===== src/rtl/wcb_pkg.sv =====
package wcb_pkg;

    localparam int ADDR_W = 32;
    localparam int DATA_W = 64;
    localparam int LANES  = DATA_W / 8;
    localparam int OFF_W  = $clog2(LANES);
    localparam int QA_W   = ADDR_W - OFF_W;

    typedef enum logic {
        MT_PLAIN  = 1'b0,
        MT_DEVICE = 1'b1
    } mtype_e;

    typedef struct packed {
        logic [QA_W-1:0]   qaddr;
        logic [DATA_W-1:0] data;
        logic [LANES-1:0]  strb;
        mtype_e            mtype;
    } wcb_entry_t;

    // Fold a newer store into an older entry: newer lanes win, strobes OR.
    function automatic wcb_entry_t fold_entry(wcb_entry_t older, wcb_entry_t newer);
        wcb_entry_t res;
        res = older;
        for (int i = 0; i < LANES; i++) begin
            if (newer.strb[i]) begin
                res.data[i*8 +: 8] = newer.data[i*8 +: 8];
            end
        end
        res.strb = older.strb | newer.strb;
        return res;
    endfunction

endpackage


===== src/rtl/wcb_merge_ctl.sv =====
module wcb_merge_ctl
    import wcb_pkg::*;
#(
    parameter int DEPTH = 8,
    localparam int CNT_W = $clog2(DEPTH + 1)
) (
    input  logic             take,
    input  wcb_entry_t       in_ent,
    input  wcb_entry_t       young_ent,
    input  logic [CNT_W-1:0] count,
    output logic             merge_en,
    output logic             alloc_en
);

    logic young_waiting;
    logic same_quad;
    logic both_plain;

    // The youngest entry is still waiting only if it is not the head,
    // since the head is offered on the bus as soon as it exists.
    assign young_waiting = (count >= CNT_W'(2));
    assign same_quad     = (young_ent.qaddr == in_ent.qaddr);
    assign both_plain    = (young_ent.mtype == MT_PLAIN) && (in_ent.mtype == MT_PLAIN);

    always_comb begin
        merge_en = take && young_waiting && same_quad && both_plain;
        alloc_en = take && !merge_en;
    end

endmodule


===== src/rtl/wcb_queue.sv =====
module wcb_queue
    import wcb_pkg::*;
#(
    parameter int DEPTH = 8,
    localparam int PTR_W = $clog2(DEPTH),
    localparam int CNT_W = $clog2(DEPTH + 1)
) (
    input  logic             clk,
    input  logic             rst,
    input  logic             alloc,
    input  logic             merge,
    input  logic             pop,
    input  wcb_entry_t       in_ent,
    output wcb_entry_t       head_ent,
    output wcb_entry_t       young_ent,
    output logic [CNT_W-1:0] count
);

    wcb_entry_t       slots [DEPTH];
    logic [PTR_W-1:0] head_ptr;
    logic [PTR_W-1:0] tail_ptr;
    logic [PTR_W-1:0] young_ptr;

    assign young_ptr = tail_ptr - PTR_W'(1);
    assign head_ent  = slots[head_ptr];
    assign young_ent = slots[young_ptr];

    always_ff @(posedge clk) begin
        if (rst) begin
            head_ptr <= '0;
            tail_ptr <= '0;
            count    <= '0;
        end else begin
            if (alloc) tail_ptr <= tail_ptr + PTR_W'(1);
            if (pop)   head_ptr <= head_ptr + PTR_W'(1);
            count <= count + CNT_W'(alloc) - CNT_W'(pop);
        end
    end

    always_ff @(posedge clk) begin
        if (alloc) begin
            slots[tail_ptr] <= in_ent;
        end else if (merge) begin
            slots[young_ptr] <= fold_entry(slots[young_ptr], in_ent);
        end
    end

    // never allocate into a full queue unless a slot frees the same cycle
    p_no_overflow_r2: assert property (@(posedge clk) disable iff (rst)
        (alloc && !pop) |-> (count != CNT_W'(DEPTH)));

    // never pop an empty queue
    p_no_underflow_r3: assert property (@(posedge clk) disable iff (rst)
        pop |-> (count != '0));

    // a fold never lands in the entry that sits on the bus
    p_merge_not_head_r7: assert property (@(posedge clk) disable iff (rst)
        merge |-> (young_ptr != head_ptr));

    // folds only join plain stores of the same quadword
    p_merge_plain_r6: assert property (@(posedge clk) disable iff (rst)
        merge |-> (young_ent.mtype == MT_PLAIN && in_ent.mtype == MT_PLAIN
                   && young_ent.qaddr == in_ent.qaddr));

endmodule


===== src/rtl/wcb_top.sv =====
module wcb_top
    import wcb_pkg::*;
#(
    parameter int DEPTH = 8,
    localparam int CNT_W = $clog2(DEPTH + 1)
) (
    input  logic              clk,
    input  logic              rst,
    input  logic              st_valid,
    output logic              st_ready,
    input  logic [ADDR_W-1:0] st_addr,
    input  logic [DATA_W-1:0] st_data,
    input  logic [LANES-1:0]  st_strb,
    input  logic              st_device,
    output logic              bw_valid,
    input  logic              bw_ready,
    output logic [ADDR_W-1:0] bw_addr,
    output logic [DATA_W-1:0] bw_data,
    output logic [LANES-1:0]  bw_strb,
    output logic              idle
);

    wcb_entry_t       in_ent;
    wcb_entry_t       head_ent;
    wcb_entry_t       young_ent;
    logic [CNT_W-1:0] count;
    logic             take;
    logic             pop;
    logic             merge_en;
    logic             alloc_en;

    always_comb begin
        in_ent.qaddr = st_addr[ADDR_W-1:OFF_W];
        in_ent.data  = st_data;
        in_ent.strb  = st_strb;
        in_ent.mtype = st_device ? MT_DEVICE : MT_PLAIN;
    end

    assign st_ready = (count != CNT_W'(DEPTH));
    assign take     = st_valid && st_ready;
    assign bw_valid = (count != '0);
    assign pop      = bw_valid && bw_ready;
    assign idle     = (count == '0);
    assign bw_addr  = {head_ent.qaddr, {OFF_W{1'b0}}};
    assign bw_data  = head_ent.data;
    assign bw_strb  = head_ent.strb;

    wcb_merge_ctl #(.DEPTH(DEPTH)) u_merge (
        .take      (take),
        .in_ent    (in_ent),
        .young_ent (young_ent),
        .count     (count),
        .merge_en  (merge_en),
        .alloc_en  (alloc_en)
    );

    wcb_queue #(.DEPTH(DEPTH)) u_queue (
        .clk       (clk),
        .rst       (rst),
        .alloc     (alloc_en),
        .merge     (merge_en),
        .pop       (pop),
        .in_ent    (in_ent),
        .head_ent  (head_ent),
        .young_ent (young_ent),
        .count     (count)
    );

    // an offered write stays unchanged until the bus takes it
    p_hold_stable_r3: assert property (@(posedge clk) disable iff (rst)
        (bw_valid && !bw_ready) |=> (bw_valid && $stable(bw_addr)
                                     && $stable(bw_data) && $stable(bw_strb)));

    // a device store always grows the occupancy by one entry
    p_device_alloc_r5: assert property (@(posedge clk) disable iff (rst)
        (take && st_device) |=> (count == $past(count) + CNT_W'(1) - CNT_W'($past(pop))));

    // with no store taken, an idle buffer stays idle
    p_idle_holds_r8: assert property (@(posedge clk) disable iff (rst)
        (idle && !take) |=> (idle && !bw_valid));

    // reset leaves the buffer empty
    p_reset_empty_r1: assert property (@(posedge clk)
        rst |=> (idle && st_ready && !bw_valid));

endmodule


===== config.mk =====
export PLATFORM = sky130hd
export DESIGN_NAME = wcb_top
export DESIGN_NICKNAME = d
export VERILOG_FILES = /design/src/rtl/wcb_pkg.sv /design/src/rtl/wcb_merge_ctl.sv /design/src/rtl/wcb_queue.sv /design/src/rtl/wcb_top.sv
export SDC_FILE = /design/constraint.sdc
export NUM_CORES = 1
export LEC_CHECK = 0
export ABC_AREA = 1
export BUFFER_PORTS_ARGS = -buffer_cell sky130_fd_sc_hd__buf_2
export CAP_MARGIN = 5
export CORE_ASPECT_RATIO = 1.2
export CORE_MARGIN = 10
export CORE_UTILIZATION = 40
export DETAILED_ROUTE_END_ITERATION = 12
export RECOVER_POWER = 25
export SLEW_MARGIN = 20
export SYNTH_ARGS = -nofsm -noshare
export SYNTH_HDL_FRONTEND = slang
export SYNTH_SLANG_ARGS = --single-unit

===== constraint.sdc =====
create_clock -name clk -period 9.6 [get_ports clk]
set_input_delay 0.96 -clock clk [delete_from_list [all_inputs] [get_ports clk]]
set_output_delay 0.96 -clock clk [all_outputs]
set_load 0.01 [all_outputs]

==> results.md, run 1 <==
- In the final routed layout, each cell accounts on average for 21.8 microns.
- The net total in the final layout is 4476.
- Setup violations remaining at the end of the flow were counted as 0.
- For this run, design rule violations remaining after detail routing come to 0.
- Between clock sinks in the finished design, the worst skew comes to 0.0208 ns.
- The critical path class is flip-flop to flip-flop.
- The horizontal die dimension is 312 microns.
- Timing would allow up to 128 MHz.
- The period utilization is 81.1%.
- The setup fix buffers added after clock tree synthesis is 0.
- Measured against its own limit, the worst slew margin works out to -83.9%.
- The startpoint type of the worst setup path is a flip-flop.
- The average size of a mapped cell is 9.36 sq um.
- The die height is 370 microns.
- The longest clock path from root to sink contains 3 buffers.
- From synthesis to final layout, the design area changed by 10.9%.
- The count of final hold-check violations is 0.
- The largest driver fanout on the critical path is 82.
- The clock tree from TritonCTS is done.
- The average via count per standard cell is 5.69.
- The sequential cell area fraction in the yosys report is 60.6%.
- The post-DP HPWL is 65700 microns.
- The count of unique library cells instantiated by Yosys is 37.
- With fillers left out, the area of the finished cells amounts to 45300 sq um.
- The region available for standard cell placement spans 102000 sq um.
- For this design the ratio of total power to cell area is 257 nW/um^2.
- Setup repair after global routing left no endpoint under its margin.
- The initial antenna violation count was 6.
- The final max-slew violation count is 300.
- The number of clock buffers added by TritonCTS is 90.
- The checks that failed: capacitance limit, slew limit.
- The placed instances occupy a cell area of 42800 sq um.
- The synthesized instance count is 4367.
- Hold repair after CTS inserted 0 buffers.
- The first global-routing pass estimated 188000 microns of wire.
- The cell sitting at the root of the clock tree is a sky130_fd_sc_hd__clkbuf_16.
- The via count of the first global-routing pass is 31900.
- The number of max-capacitance violations reported is 2.
- The analysis attributes to cell leakage a power of 16.2 nW.
- Counting every sink on the clock net gives 829.
- The accumulated negative setup slack is 0 ns.
- Entering global routing, the biggest net connects 237 pins.
- The smallest clock period supported by the final layout is computed as 7.78 ns.
- The clock insertion delay at the later pin of the skew report is 0.66 ns.
- The data required time at the worst endpoint is 9.89 ns.
- The final weighted congestion in routability-driven placement is 0.797.
- The warning count from the yosys run is 0.
- The type of the worst min-delay path is flip-flop to flip-flop.
- After clock tree synthesis, the repair step resized 0 gates.
- The number of nets with antenna violations after routing is 0.
- The synthesis-stage register bit count is 829.
- For this configuration, the core starts out at a cell density of 40.3%.
- The share of post-route cells with drive strength above 1 is 6.49%.
- The total overflow left after global routing is 0.
- The global routing usage summed across all routing layers is 21.0%.
- The arrival time of the worst setup path is 8.07 ns.
- For this block, the routed nets add up to 126000 microns of wire.
- The vias after detailed routing is 32900.
- During placement, the flow inserted port buffers numbering 209.
- The cell area that synthesis handed to floorplanning was 40900 sq um.
- 216 I/O pins were placed.
- The die footprint is 115000 sq um.
- The run finished, with violations left.
- The largest voltage drop on the vdd net is 0.197 mV.
- The clock input transition at the sequential cells of the worst setup and hold paths is 0.06 ns.
- The number of iterations in the first detailed-routing pass is 7.
- The sort of element at the end of the critical path is a flip-flop.
- At the pin with the least slew margin, the transition time is 2.76 ns.
- The H-tree was split into 3 levels.
- In this run, the number of DRC markers left after iteration 0 of detailed routing was 3030.
- The count of standard-cell rows is 128.
[final timing paths]
check                                   endpoint                              from  cells after the start  slack (ns)
hold / removal                         flip-flop  u_queue.head_ptr[2]$_SDFFE_PP0P_                      1        0.42
setup reg to reg  u_queue.slots[7][57]$_DFFE_PP_  u_queue.tail_ptr[0]$_SDFFE_PP0P_                     18        1.82
hold reg to reg                        flip-flop  u_queue.head_ptr[2]$_SDFFE_PP0P_                      1        0.42
setup / recovery  u_queue.slots[7][57]$_DFFE_PP_  u_queue.tail_ptr[0]$_SDFFE_PP0P_                     18        1.82
[area by class of cell]
cell class / instances / area (sq um)
inverters: 253 / 981
diodes: 2 / 5.00
multi-input cells: 2930 / 13800
clock buffers: 106 / 2350
well taps: 1365 / 1710
clock inverters: 53 / 395
repair buffers: 253 / 1310
fillers: 9635 / 56200
flip-flops and latches: 829 / 24800
[sequential cells by signal, indices dropped and copies added, names as in the netlist, named ones only]
name	flops
u_queue.count	4
u_queue.head_ptr	3
u_queue.slots	816
u_queue.tail_ptr	3
[through the flow]
| stage | std cells | hold WS, ns | total power [mW] | util (%) | worst slack [ns] |
|---|---|---|---|---|---|
| finish | 5791 | 0.418 | 11.7 | 44.7 | 1.82 |
| global route | 5790 | 0.440 | 12.3 | 44.6 | 1.34 |
| CTS | 5788 | 0.422 | 11.8 | 44.8 | 2.46 |
| detailed placement | 5629 | 0.420 | 8.51 | 42.1 | 2.47 |
| global placement | 5629 | 0.417 | 8.47 | 42.1 | 2.47 |
| floorplan | 4369 | 0.412 | 7.04 | - | 1.60 |
[cells in the mapped netlist]
library cell                 n  area, sq um
sky130_fd_sc_hd__o21ai_1     4         20.0
sky130_fd_sc_hd__buf_4       6         45.0
sky130_fd_sc_hd__inv_1     249          935
sky130_fd_sc_hd__nand3b_1   11         82.6
sky130_fd_sc_hd__xnor2_2     1         16.3
sky130_fd_sc_hd__buf_6       3         33.8
sky130_fd_sc_hd__xnor2_1     1         8.76
sky130_fd_sc_hd__clkinv_1    1         3.75
sky130_fd_sc_hd__nand2_2     3         18.8
sky130_fd_sc_hd__dfxtp_1    13          260
sky130_fd_sc_hd__clkbuf_1  288         1080
sky130_fd_sc_hd__nor2_1    807         3030
sky130_fd_sc_hd__xor2_2      1         16.3
sky130_fd_sc_hd__ha_1        9          113
sky130_fd_sc_hd__inv_2       2         7.51
sky130_fd_sc_hd__inv_6       1         8.76
sky130_fd_sc_hd__buf_2      31          155
sky130_fd_sc_hd__o21ai_0   809         4050
sky130_fd_sc_hd__o211ai_1   24          180
sky130_fd_sc_hd__a21o_1      1         7.51
sky130_fd_sc_hd__o21ai_2    16          140
sky130_fd_sc_hd__o221ai_1   64          561
sky130_fd_sc_hd__nand2_1   623         2340
sky130_fd_sc_hd__a221oi_1   10         87.6
sky130_fd_sc_hd__nand2_4     6         67.6
sky130_fd_sc_hd__buf_1      28          105
sky130_fd_sc_hd__a21oi_1   113          566
sky130_fd_sc_hd__fa_1        1         20.0
sky130_fd_sc_hd__a31oi_1   101          632
sky130_fd_sc_hd__nor2_4      2         22.5
sky130_fd_sc_hd__nand3_1   189          946
sky130_fd_sc_hd__xor2_1      1         8.76
sky130_fd_sc_hd__o22ai_1   128          801
sky130_fd_sc_hd__clkbuf_4    1         7.51
sky130_fd_sc_hd__edfxtp_1  816        24500
sky130_fd_sc_hd__nand4_1     2         12.5
sky130_fd_sc_hd__conb_1      1         3.75
[power by group]
group | leakage [nW] | total [mW] | switching [mW] | internal, mW
Combinational | 7.38 | 4.04 | 2.92 | 1.12
Sequential | 7.51 | 4.35 | 0.127 | 4.22
Clock | 1.34 | 3.28 | 1.43 | 1.86
Total | 16.2 | 11.7 | 4.47 | 7.20
[critical path, stage by stage (launching register included)]
cell and delay (ns):
sky130_fd_sc_hd__dfxtp_4 0.85, sky130_fd_sc_hd__inv_8 0.39, sky130_fd_sc_hd__ha_4 1.00, sky130_fd_sc_hd__inv_6 0.44, sky130_fd_sc_hd__buf_4 0.53, sky130_fd_sc_hd__nand3_1 0.19, sky130_fd_sc_hd__nand3_1 0.11, sky130_fd_sc_hd__nand2_1 0.10
sky130_fd_sc_hd__nand2_1 0.14, sky130_fd_sc_hd__nand2_1 0.12, sky130_fd_sc_hd__inv_1 0.04, sky130_fd_sc_hd__nand2_1 0.06, sky130_fd_sc_hd__nor2_1 0.04, sky130_fd_sc_hd__nand2_1 0.15, sky130_fd_sc_hd__nor2_1 0.13, sky130_fd_sc_hd__nand2_1 0.22
sky130_fd_sc_hd__clkinvlp_2 1.12, sky130_fd_sc_hd__nand2_1 1.17, sky130_fd_sc_hd__o21ai_0 0.46
[layer usage]
metal,share of wire [%],up-vias,global-route usage [%]
met1,41,16000,26.4
met4,3.0,6,8.36
li1,-,15300,-
met2,49,1394,36.0
met3,7.5,258,3.10
met5,0.033,-,0
[layout by cell type, fill, tap and decap left out, types with 5 or more instances in the layout]
master	instances
sky130_fd_sc_hd__nand2_1	625
sky130_fd_sc_hd__clkbuf_1	140
sky130_fd_sc_hd__o21ai_0	812
sky130_fd_sc_hd__nand3b_1	11
sky130_fd_sc_hd__o221ai_1	64
sky130_fd_sc_hd__edfxtp_1	816
sky130_fd_sc_hd__nor2_1	800
sky130_fd_sc_hd__a221oi_1	10
sky130_fd_sc_hd__inv_1	247
sky130_fd_sc_hd__dfxtp_1	10
sky130_fd_sc_hd__clkinv_1	26
sky130_fd_sc_hd__clkinv_2	13
sky130_fd_sc_hd__o21ai_2	13
sky130_fd_sc_hd__buf_4	36
sky130_fd_sc_hd__clkbuf_16	92
sky130_fd_sc_hd__nor2_4	9
sky130_fd_sc_hd__inv_6	5
sky130_fd_sc_hd__o211ai_1	24
sky130_fd_sc_hd__a21oi_1	113
sky130_fd_sc_hd__nand3_1	189
sky130_fd_sc_hd__buf_12	7
sky130_fd_sc_hd__a31oi_1	101
sky130_fd_sc_hd__buf_2	83
sky130_fd_sc_hd__ha_1	8
sky130_fd_sc_hd__o22ai_1	128
[cell families after synthesis]
kind of cell | synth area share, %
simple gates | 15.9
compound gates | 17.2
flops | 60.6
buf+inv | 5.83
fa+ha+maj | 0.324
xor+xnor | 0.122
other cells | 0.00917
(Power assumes the default switching activity.)
==> inputs of run 2 (changes only) <==
Settings changed: ABC_AREA 1 to 0.
Clock period 9.6 ns to 7.6 ns, I/O delays scaled along.
==> run 2 against run 1 <==
Worst hold slack gained 0.064 ns. Worst setup slack lost 0.85 ns. Non-clock buffer count shrank 2. Flip-flop and latch count is the same. Sequential share of layout area grew 1.6 points. Combinational power shrank 3%. Largest power group unchanged. Clock-buffer cell count is the same. Via count shrank 36%. Core utilization grew 1.0 points. Routed wire length shrank 20%. The run still ends with capacitance limit, slew limit left. Critical path depth shrank 14.
==> results.md, run 2 <==
- The fraction of synthesis flops using an asynchronous set or reset pin is 0%.
- Broken down by cell family, the worst path's largest delay share belongs to flip-flops.
- The number of flops mapped to enable cells by yosys is 816.
- Across the whole layout, storage elements account for 24800 sq um.
- The share of the core filled with cells in the final layout is 45.7%.
- By area the synthesized netlist is led by sky130_fd_sc_hd__edfxtp_1, sky130_fd_sc_hd__mux4_2, sky130_fd_sc_hd__mux2_2.
- The library cells used most frequently in the layout, excluding fill and tap cells, are sky130_fd_sc_hd__edfxtp_1, sky130_fd_sc_hd__mux4_2, sky130_fd_sc_hd__nand2_1, sky130_fd_sc_hd__buf_2, sky130_fd_sc_hd__mux2_2.
- The sequential cell area fraction in the yosys report is 63.8%.
- Summing the areas of all fa, ha and maj instances in the mapped netlist gives 0.342% of the synthesized area.
- The H-tree generated during clock tree synthesis spans 3 levels.
- The timing endpoint of the critical path is bw_data[12].
- The uppermost layer routed is met5.
- The average size of a mapped cell is 19.2 sq um.
- In the finished design, the share of the clock period the worst path needs comes to 87.3%.
- The core region area is 96500 sq um.
- Counting cells, the worst reg-to-reg path comes to 13.
- The final cell count without fillers is 3535.
- The number of buffers created by CTS is 87.
- During placement, the flow inserted port buffers numbering 209.
- After filler insertion, the fill cell instance count of the layout stands at 8130.
- After detailed routing, the number of vias per cell comes to 5.93.
- Among all cell types in the netlist, the one instantiated most often is sky130_fd_sc_hd__edfxtp_1.
- TritonCTS built the clock tree.
- The slew at the pin closest to its max-slew limit is 3.10 ns.
- In the global route stage, overall resource usage came out at 18.1%.
- The overall power of the completed layout is 13.4 mW.
- The static leakage is 13.8 nW.
- The mux share of post-synthesis cell area is 28.3%.
- Cells with a size suffix above 1 make up 35.9% of the layout.
- The post-DP HPWL is 57800 microns.
- The clock tree root driver cell is sky130_fd_sc_hd__clkbuf_16.
- The count of final hold-check violations is 0.
- The flow ran to the end, but the final reports show violations.
- The peak per-stage delay on the critical path is 2.41 ns.
- The maximum number of pins on one net before global-route repair is 88.
- Of the post-synthesis cell area, the dominant cell type holds 63.1%.
- The post-synthesis share of cell area spent on and, or, nand and nor gates is 3.58%.
- The type of the worst min-delay path is primary input to flip-flop.
- The final reports fail on capacitance limit, slew limit.
- The floorplan has 125 rows.
- The net total in the final layout is 2316.
- The number of gates given a new drive strength after cts is 0.
- The critical path crosses 4 cells after its start point.
- The critical register-to-register path endpoint is u_queue.slots[7][71]$_DFFE_PP_.
- The CTS sink count is 829.
- Summed over all nets, wire length on met2 after detailed routing comes to 51700 microns.
- The most flop-heavy register is u_queue.slots.
- After detailed routing, the wire length on met1 is 40700 microns.
- The first global-routing pass estimated 151000 microns of wire.
- Global routing finished with a remaining overflow of 0.
- The critical path class is flip-flop to output pin.
- For this block, the via count after detailed routing is 21000.
- VDD sags by at most 0.214 mV.
- Setup repair after global routing left no endpoint under its margin.
- The most frequent standard cell in the layout excluding fill and tap cells is sky130_fd_sc_hd__edfxtp_1.
- The final critical path time including I/O delays and setup is 6.64 ns.
- The largest area contributor in the netlist is sky130_fd_sc_hd__edfxtp_1.
- After detailed routing, the number of remaining DRC violations is 0.
- For this design the ratio of total power to cell area is 305 nW/um^2.
- In this run the worst path has a maximum fanout of 50.
- The sum of met3 wire segment lengths after detailed routing is 6420 microns.
- The overall routed net length is 102000 microns.
- For this run, the leading register cell type out of synthesis is sky130_fd_sc_hd__edfxtp_1.
- Among all stages on the critical path, the largest delay is contributed by sky130_fd_sc_hd__dfxtp_1.
- The effective utilization at floorplan is 40.2%.
- The number of nets with antenna violations after routing is 0.
- The number of iterations in the first detailed-routing pass is 6.
- The number of max-capacitance violations reported is 2.
- During synthesis, Yosys emitted a total of 0 warnings.
- Of the total synthesized cell area, the portion taken by XOR and XNOR cells is 1.36%.
- Summing every instance area after synthesis gives 38800 sq um.
- The final weighted congestion in routability-driven placement is 0.755.
- The I/O pin count is 216.
- The initial antenna violation count is 8.
- The worst pin sits at a relative slew slack of -107%.
- The number of buffer and inverter instances along the worst setup path is 2.
- STA puts the critical path data arrival time at 5.88 ns.
- The accumulated negative setup slack is 0 ns.
- The die height is 361 microns.
- The maximum buffer depth of the clock tree is 3.
- Setup slack closes at 0.963 ns.
- The register with the most flip-flops in the layout has 816 of them.
- The number of violations reported at the end of detailed-routing iteration 0 is 2026.
- The synthesis-stage register bit count is 829.
- The data required time at the worst endpoint is 6.84 ns.
- The synthesized netlist devotes 0.741% of its cell area to compound gates.
- The post-route clock skew is 0.0309 ns.
- Counting distinct cell types in the post-synthesis netlist gives 46.
- Walking the worst path, the cells encountered are clkbuf_1, mux4_2, mux2_1, buf_2.
- The number of cells after detailed placement is 3378.
- The via count of the first global-routing pass was 22500.
- Once the clock tree was built, the setup fixing pass inserted 0 buffers.
- The largest registers in the layout are u_queue.slots x816, u_queue.count x4.
- The die footprint is 110000 sq um.
- The final max-slew violation count was 83.
- The horizontal die dimension is 304 microns.
- After detailed routing, the average wire length per cell comes to 28.7 microns.
- Synthesis produced a netlist whose cell count is 2020.
- The area growth from synthesis to layout is 13.5%.
- The clock insertion delay at the later pin of the skew report is 0.65 ns.
- The maximum clock rate is 151 MHz.
- In the final layout, the multi-input gates occupy 13400 sq um.
- STA classifies the critical path startpoint as a flip-flop.
- After clock tree synthesis, the flow added hold-fix buffers numbering 0.
- By count the netlist is led by sky130_fd_sc_hd__edfxtp_1, sky130_fd_sc_hd__mux4_2, sky130_fd_sc_hd__nand2_1.
- The worst register-to-register path begins at u_queue.tail_ptr[0]$_SDFFE_PP0P_.
- The sort of element at the end of the critical path is an output pin.
- Clock-pin slew was measured on the worst setup and hold paths at 0.06 ns.
- The setup slack of the worst register-to-register path is 1.43 ns.
- Timing analysis after detailed placement gives a worst setup slack of 1.67 ns.
- Setup violations remaining at the end of the flow were counted as 0.
- The combinational family with the most area after synthesis is multiplexers.
- The startpoint identified for the worst hold timing path is rst.
## run 2: area by class of cell
type | count | area share, %
tap | 1270 | 3.61
antenna | 3 | 0.0170
clock inverter | 48 | 0.852
multi-input combinational | 1017 | 30.5
sequential | 829 | 56.2
timing repair buffer | 251 | 3.50
inverter | 11 | 0.0937
clock buffer | 106 | 5.25
## run 2: metal layers
layer	vias to the layer above	track usage, %
met1	11300	23.2
met5	-	0
li1	8698	-
met2	788	30.8
met3	150	3.68
met4	6	5.78
## run 2: cell families after synthesis
logic type / after synthesis
multiplexers: 586
AO/OA/AOI/OAI: 43
buffers and inverters: 176
XOR/XNOR: 58
flip-flops: 829
AND/OR/NAND/NOR: 317
adder cells (fa/ha/maj): 10
other: 1
## run 2: how the worst min path moves through the flow
stage / depth (start not counted) / to
final: 2 / u_queue.count[3]$_SDFF_PP0_
after global routing: 2 / u_queue.count[3]$_SDFF_PP0_
after CTS: 1 / u_queue.slots[3][91]$_DFFE_PP_
after detailed placement: 2 / flip-flop
after global placement: 2 / flip-flop
after floorplan: 2 / flip-flop
## run 2: per-stage QoR
step                cell area [sq um]  hold slack [ns]
global placement                41500            0.505
CTS                             44200            0.374
detailed placement              41500            0.525
finish                          44100            0.483
floorplan                       38900            0.485
global route                    44100            0.461
## run 2: report_power, final
group          switching, mW  internal, mW
Sequential             0.192          5.28
Clock                   1.71          2.32
Combinational           2.08          1.85
Total                   3.99          9.46
